[config.mk]
export PLATFORM = sky130hd
export DESIGN_NAME = rob_vuln_throttle
export DESIGN_NICKNAME = d
export VERILOG_FILES = /design/src/rtl/rob_vt_pkg.sv /design/src/rtl/rob_vt_flags.sv /design/src/rtl/rob_vt_release.sv /design/src/rtl/rob_vt_gate.sv /design/src/rtl/rob_vuln_throttle.sv
export SDC_FILE = /design/constraint.sdc
export NUM_CORES = 1
export LEC_CHECK = 0
export CORE_MARGIN = 2
export CORE_UTILIZATION = 65
export CTS_CLUSTER_DIAMETER = 80
export CTS_CLUSTER_SIZE = 40
export DETAILED_ROUTE_END_ITERATION = 6
export PLACE_DENSITY = 0.88
export SLEW_MARGIN = 20
export SYNTH_ARGS = -nofsm -noshare
export SYNTH_HDL_FRONTEND = slang
export SYNTH_SLANG_ARGS = --single-unit
[constraint.sdc]
create_clock -name clk -period 70.3 [get_ports clk]
set_clock_uncertainty 0.1 [all_clocks]
set_input_delay 14.06 -clock clk [delete_from_list [all_inputs] [get_ports clk]]
set_output_delay 14.06 -clock clk [all_outputs]
set_load 0.05 [all_outputs]
[src/rtl/rob_vt_pkg.sv]
package rob_vt_pkg;
  typedef enum logic {
    MODE_EXACT = 1'b0,
    MODE_WHOLE = 1'b1
  } charge_mode_e;
endpackage

[src/rtl/rob_vt_flags.sv]
module rob_vt_flags #(
  parameter int ENTRIES = 16
) (
  input  logic               clk,
  input  logic               rst_n,
  input  logic [ENTRIES-1:0] set_vec,
  input  logic [ENTRIES-1:0] clr_vec,
  input  logic [ENTRIES-1:0] fill_vec,
  output logic [ENTRIES-1:0] busy,
  output logic [ENTRIES-1:0] filled
);
  logic [ENTRIES-1:0] busy_nx, filled_nx;
  logic               upd_en;

  for (genvar e = 0; e < ENTRIES; e++) begin : g_ent
    always_comb begin
      busy_nx[e]   = set_vec[e] | (busy[e] & ~clr_vec[e]);
      filled_nx[e] = ~set_vec[e] & ~clr_vec[e] & (filled[e] | fill_vec[e]);
    end
  end

  assign upd_en = |{set_vec, clr_vec, fill_vec};

  always_ff @(posedge clk or negedge rst_n) begin
    if (!rst_n) begin
      busy   <= '0;
      filled <= '0;
    end else if (upd_en) begin
      busy   <= busy_nx;
      filled <= filled_nx;
    end
  end
endmodule

[src/rtl/rob_vt_release.sv]
module rob_vt_release #(
  parameter int ENTRIES     = 16,
  parameter int BASE_BITS   = 40,
  parameter int RESULT_BITS = 24,
  parameter int CNT_W       = 11,
  localparam int IDX_W      = $clog2(ENTRIES),
  localparam int OCC_W      = $clog2(ENTRIES + 1),
  localparam int TOT        = BASE_BITS + RESULT_BITS
) (
  input  logic [ENTRIES-1:0] busy,
  input  logic [ENTRIES-1:0] filled,
  input  logic               commit_valid,
  input  logic [IDX_W-1:0]   commit_idx,
  input  logic [ENTRIES-1:0] squash_mask,
  output logic [ENTRIES-1:0] clr_vec,
  output logic [CNT_W-1:0]   rel_bits,
  output logic [OCC_W-1:0]   occ_now,
  output logic [OCC_W-1:0]   occ_post,
  output logic [OCC_W-1:0]   pend_post
);
  logic [ENTRIES-1:0] commit_hot;

  always_comb begin
    commit_hot = '0;
    if (commit_valid) commit_hot[commit_idx] = 1'b1;
    clr_vec = (commit_hot | squash_mask) & busy;
  end

  always_comb begin
    rel_bits  = '0;
    occ_now   = '0;
    occ_post  = '0;
    pend_post = '0;
    for (int e = 0; e < ENTRIES; e++) begin
      if (clr_vec[e])
        rel_bits = rel_bits + (filled[e] ? CNT_W'(TOT) : CNT_W'(BASE_BITS));
      if (busy[e]) occ_now = occ_now + OCC_W'(1);
      if (busy[e] && !clr_vec[e]) occ_post = occ_post + OCC_W'(1);
      if (busy[e] && !clr_vec[e] && !filled[e]) pend_post = pend_post + OCC_W'(1);
    end
  end
endmodule

[src/rtl/rob_vt_gate.sv]
module rob_vt_gate
  import rob_vt_pkg::*;
#(
  parameter int ENTRIES     = 16,
  parameter int BASE_BITS   = 40,
  parameter int RESULT_BITS = 24,
  parameter int CNT_W       = 11,
  localparam int OCC_W      = $clog2(ENTRIES + 1),
  localparam int TOT        = BASE_BITS + RESULT_BITS,
  localparam int SUM_W      = CNT_W + 2
) (
  input  logic [CNT_W-1:0] exact_post,
  input  logic [OCC_W-1:0] occ_post,
  input  logic [OCC_W-1:0] pend_post,
  input  logic [CNT_W-1:0] bound,
  input  charge_mode_e     mode,
  output logic             stall
);
  logic [SUM_W-1:0] need;
  logic [CNT_W-1:0] cap;
  logic             over, cap_hit;

  always_comb begin
    // exact path: present bits + reserve for pending results + one whole entry
    need    = SUM_W'(exact_post) + SUM_W'(pend_post) * SUM_W'(RESULT_BITS) + SUM_W'(TOT);
    over    = need > SUM_W'(bound);
    // whole-entry path: occupancy cap derived from the bound
    cap     = bound / CNT_W'(TOT);
    cap_hit = CNT_W'(occ_post) >= cap;
    stall   = (mode == MODE_WHOLE) ? cap_hit : over;
  end
endmodule

[src/rtl/rob_vuln_throttle.sv]
module rob_vuln_throttle
  import rob_vt_pkg::*;
#(
  parameter int ENTRIES     = 16,
  parameter int BASE_BITS   = 40,
  parameter int RESULT_BITS = 24,
  localparam int IDX_W      = $clog2(ENTRIES),
  localparam int TOT        = BASE_BITS + RESULT_BITS,
  localparam int CNT_W      = $clog2(ENTRIES * TOT + 1),
  localparam int OCC_W      = $clog2(ENTRIES + 1)
) (
  input  logic               clk,
  input  logic               rst_n,
  input  logic               disp_valid,
  input  logic [IDX_W-1:0]   disp_idx,
  input  logic               wb_valid,
  input  logic [IDX_W-1:0]   wb_idx,
  input  logic               commit_valid,
  input  logic [IDX_W-1:0]   commit_idx,
  input  logic [ENTRIES-1:0] squash_mask,
  input  logic [CNT_W-1:0]   vuln_bound,
  input  logic               whole_entry_mode,
  output logic               disp_stall,
  output logic [CNT_W-1:0]   ace_count
);
  logic [1:0]         rst_pipe;
  logic               srst_n;
  logic [ENTRIES-1:0] busy, filled, clr_vec, set_vec, fill_vec;
  logic [CNT_W-1:0]   exact_q, exact_nx, exact_post, rel_bits;
  logic [OCC_W-1:0]   occ_now, occ_post, pend_post;
  logic               accept, exact_en, stall;
  charge_mode_e       mode;

  // asynchronous assertion, synchronous release
  always_ff @(posedge clk or negedge rst_n) begin
    if (!rst_n) rst_pipe <= '0;
    else        rst_pipe <= {rst_pipe[0], 1'b1};
  end
  assign srst_n = rst_pipe[1];

  assign mode = charge_mode_e'(whole_entry_mode);

  rob_vt_flags #(.ENTRIES(ENTRIES)) u_flags (
    .clk      (clk),
    .rst_n    (srst_n),
    .set_vec  (set_vec),
    .clr_vec  (clr_vec),
    .fill_vec (fill_vec),
    .busy     (busy),
    .filled   (filled)
  );

  rob_vt_release #(
    .ENTRIES(ENTRIES), .BASE_BITS(BASE_BITS), .RESULT_BITS(RESULT_BITS), .CNT_W(CNT_W)
  ) u_rel (
    .busy         (busy),
    .filled       (filled),
    .commit_valid (commit_valid),
    .commit_idx   (commit_idx),
    .squash_mask  (squash_mask),
    .clr_vec      (clr_vec),
    .rel_bits     (rel_bits),
    .occ_now      (occ_now),
    .occ_post     (occ_post),
    .pend_post    (pend_post)
  );

  assign exact_post = exact_q - rel_bits;

  rob_vt_gate #(
    .ENTRIES(ENTRIES), .BASE_BITS(BASE_BITS), .RESULT_BITS(RESULT_BITS), .CNT_W(CNT_W)
  ) u_gate (
    .exact_post (exact_post),
    .occ_post   (occ_post),
    .pend_post  (pend_post),
    .bound      (vuln_bound),
    .mode       (mode),
    .stall      (stall)
  );

  // next-state for events of this cycle
  always_comb begin
    set_vec  = '0;
    fill_vec = '0;
    accept   = disp_valid & ~stall & ~(busy[disp_idx] & ~clr_vec[disp_idx]);
    if (accept) set_vec[disp_idx] = 1'b1;
    if (wb_valid)
      fill_vec[wb_idx] = busy[wb_idx] & ~filled[wb_idx] & ~clr_vec[wb_idx];
    exact_nx = exact_post
             + (accept      ? CNT_W'(BASE_BITS)   : '0)
             + ((|fill_vec) ? CNT_W'(RESULT_BITS) : '0);
    exact_en = accept | (|fill_vec) | (|clr_vec);
  end

  always_ff @(posedge clk or negedge srst_n) begin
    if (!srst_n)       exact_q <= '0;
    else if (exact_en) exact_q <= exact_nx;
  end

  assign disp_stall = stall;
  assign ace_count  = (mode == MODE_WHOLE) ? CNT_W'(occ_now) * CNT_W'(TOT) : exact_q;
endmodule

==> flow_metrics.env <==
export IMPL_hold_viol=0
export IMPL_maxSlewViolCount=0
export IMPL_synth_ff_type="dfrtp_1"
export IMPL_power_density_nw_per_um2=32.4
export IMPL_wl_mm=30.3
export IMPL_drt_iter0_markers=1000
export IMPL_vias=11000
export IMPL_dpl_hpwl_mm=24.8
export IMPL_synth_top_area_share_pct=15.3
export IMPL_fmax_ghz=0.0216
export IMPL_worstReg2RegEnd="exact_q[10]"
export IMPL_cts_tree="yes"
export IMPL_rsz0062_at_grt="no"
export IMPL_grt_pass1_wl_mm=49.3
export IMPL_drive_above_1_share_pct=7.65
export IMPL_critPathMaxStageDelay_ns=0.69
export IMPL_start_util_pct=66.2
export IMPL_netSwitchingPower_w=0.000205
export IMPL_async_flop_share_pct=100
export IMPL_remaining_drc_errors=2
export IMPL_period_minus_slack_ns=46.30
export IMPL_cts_resized=0
export IMPL_grt_ovfl_total=0
export IMPL_worst_slew_pin_slew_ns=1.14
export IMPL_synth_top_family_by_area="compound AO/OA/AOI/OAI gates"
export IMPL_post_synth_fa_ha_maj_area_fraction_pct=16.8
export IMPL_power_frac_comb_pct=83.8
export IMPL_pwr_share_seq_pct=10.2
export IMPL_rrSetupSlack_ns=50.98
export IMPL_cpMaxStageDelayCell="clkdlybuf4s50_1"
export IMPL_fin_tns_setup_ns=0
export IMPL_cts_hold_fix_buffers=0
export IMPL_die_area_um2=18600
export IMPL_clk_path_buf_depth=2
export IMPL_numCtsBuffers=5
export IMPL_path_common_cell="ha_1"
export IMPL_grt_pass1_vias=10300
export IMPL_path_buf_inv=3
export IMPL_ys_ff_latch=42
export IMPL_crit_family="adder cells"
export IMPL_reg2regPathDepth=77
export IMPL_clk_pin_slew_worst_paths_ns=0.06
export IMPL_h_tree_depth=2
export IMPL_avgRoutedWirePerCell_um=17.8
export IMPL_synth_cell_types=102
export IMPL_final_util_pct=70.7
export IMPL_post_place_ws_ns=24.26
export IMPL_critPathMaxFanout=11
export IMPL_cap_violations=0
export IMPL_fin_nets=1667
export IMPL_post_cts_buffers=0
export IMPL_yosys_warnings=0
export IMPL_r2r_start="u_flags.busy[1]"
export IMPL_syn2layout_area_growth_pct=6.76
export IMPL_arrival_ns=32.14
export IMPL_synth_xor_area_share_pct=17.5
export IMPL_setup_slack_ns=24.00
export IMPL_cts_root_buf="clkbuf_16"
export IMPL_io_pins=57
export IMPL_worstSetupPathType="in2out"
export IMPL_ant_nets=0
export IMPL_synth_compound_area_share_pct=21.3
export IMPL_maxSlewHeadroom_pct=24.3
export IMPL_p_int_w=0.000189
export IMPL_antenna_found_initial=0
export IMPL_diodes=0
export IMPL_power_leakage_nw=5.45
export IMPL_gp_congestion=1.02
export IMPL_synth_edff_count=0
export IMPL_synth_largest_area_cell="ha_1"
export IMPL_yosys_top_cells_area="ha_1 15%, xnor2_1 9.7%, dfrtp_1 9.2%, xor2_1 6.1%, nand2_1 4.8%"
export IMPL_status="finished with violations"
export IMPL_swShare_pct=52.0
export IMPL_ir_drop_uv=40.7
export IMPL_power_share_clock_pct=6.0
export IMPL_vias_per_cell=6.45
export IMPL_syn_area_um2=11400
export IMPL_rows=48
export IMPL_cp_data_required_time_ns=56.14
export IMPL_holdCritPathClass="reg2async"
export IMPL_setup_viol=0
export IMPL_endpoint_kind="output pin"
export IMPL_cp_start_kind="input port"
export IMPL_clock_sinks=42
export IMPL_synth_simple_gate_area_share_pct=20.7
export IMPL_dieHeight_um=136
export IMPL_synthMuxAreaShare_pct=9.31
export IMPL_die_w_um=136
export IMPL_fin_crit_sh_pct=65.9
export IMPL_io_buffers=53
export IMPL_core_area_um2=17200
export IMPL_finalPower_w=0.000393
export IMPL_track_usage_pct=32.7
export IMPL_syn_inst=1463
export IMPL_dr_pass1_iters=7
export IMPL_avgSynthCellArea_um2=7.77
export IMPL_failed_checks="DRC"
export IMPL_yosysSeqAreaShare_pct=9.24
export IMPL_insertion_delay_ns=0.30
export IMPL_grt_max_degree=41
==> layout by cell type (no fill, tap or decap), types with 11 or more instances in the layout <==
cell type,instances
nor3_1,23
nand2_1,145
o31ai_1,21
dfrtp_1,42
and3_1,15
mux2i_1,24
mux2_2,37
clkdlybuf4s50_1,53
a21oi_1,98
o31a_1,19
xnor2_1,126
a21o_1,23
nand4_1,15
nor2b_1,22
inv_1,89
a31oi_1,32
nand2b_1,23
a31o_2,11
ha_1,139
and2_1,16
nand3_1,39
nor2_1,119
mux4_2,12
o21ai_0,42
xor2_1,79
==> cell families after synthesis <==
group | Yosys count
fa+ha+maj | 149
compound gates | 352
simple gates | 478
mux | 82
xor+xnor | 215
flops | 42
other cells | 2
buf+inv | 143
==> state kept, by name, summed over array words and instances, names as in the netlist <==
register	count
u_flags.filled	16
u_flags.busy	16
exact_q	8
rst_pipe	2
==> worst register-to-register path, delay by kind of cell, from the launching register on <==
| family | cells | cell delay, ns |
|---|---|---|
| AOI/OAI and AO/OA | 12 | 3.58 |
| xor gates and xnor gates | 19 | 3.32 |
| adders and majority gates | 21 | 6.93 |
| buffers and inverters | 2 | 0.20 |
| DFF | 1 | 0.47 |
| muxes | 12 | 3.24 |
| and+or+nand+nor | 11 | 1.39 |
==> worst max-delay path by stage <==
| stage | slack [ns] | start | endpoint | depth (start not counted) |
|---|---|---|---|---|
| 2_1_floorplan | 26.80 | commit_idx[3] | disp_stall | 76 |
| 3_3_place_gp | 24.96 | commit_idx[3] | disp_stall | 78 |
| 3_5_place_dp | 24.26 | commit_idx[3] | disp_stall | 76 |
| 4_1_cts | 24.20 | commit_idx[3] | disp_stall | 76 |
| 5_1_grt | 22.76 | commit_idx[3] | disp_stall | 79 |
| 6_report | 24.00 | commit_idx[3] | disp_stall | 73 |
==> cells in the mapped netlist (24+ instances only) <==
cell / instances
ha_1: 139
clkbuf_1: 32
nand3_1: 39
mux2_2: 37
nand2_1: 145
mux2i_1: 24
o21ai_0: 42
a21oi_1: 98
inv_1: 89
xor2_1: 79
a31oi_1: 32
xnor2_1: 126
nor2_1: 119
dfrtp_1: 42
==> layer usage <==
metal	part of all wire, %	up-vias	global-route usage [%]	wire length [µm]
li1	-	5304	-	-
met4	4.0	0	13.7	1220
met3	8.1	72	4.25	2440
met2	44	480	52.4	13400
met1	43	5126	44.2	13200
met5	0	-	0	0
==> layout make-up <==
cell class,count,area [µm²]
Clock buffer,5,125
Tap cell,225,282
Multi-Input combinational cell,1280,9760
Clock inverter,3,23.8
Fill cell,1369,5040
Inverter,90,338
Sequential cell,42,1050
Timing Repair Buffer,57,561
==> power groups by stage <==
stage                     Combinational [W]   Clock, W  Sequential (W)
after global routing               0.000367  0.0000244       0.0000405
after CTS                          0.000325  0.0000236       0.0000393
after floorplan                    0.000260          0       0.0000344
final                              0.000330  0.0000237       0.0000400
after global placement             0.000308          0       0.0000394
after detailed placement           0.000321          0       0.0000397
==> per-stage QoR <==
step           area (µm²)  hold slack, ns  cells
3_5_place_dp        12000           0.208   1694
6_report            12100           0.188   1702
3_3_place_gp        12000           0.208   1694
2_1_floorplan       11400           0.231   1465
5_1_grt             12100           0.270   1702
4_1_cts             12100           0.212   1702
Note: power is estimated with default switching activity, not from simulation.
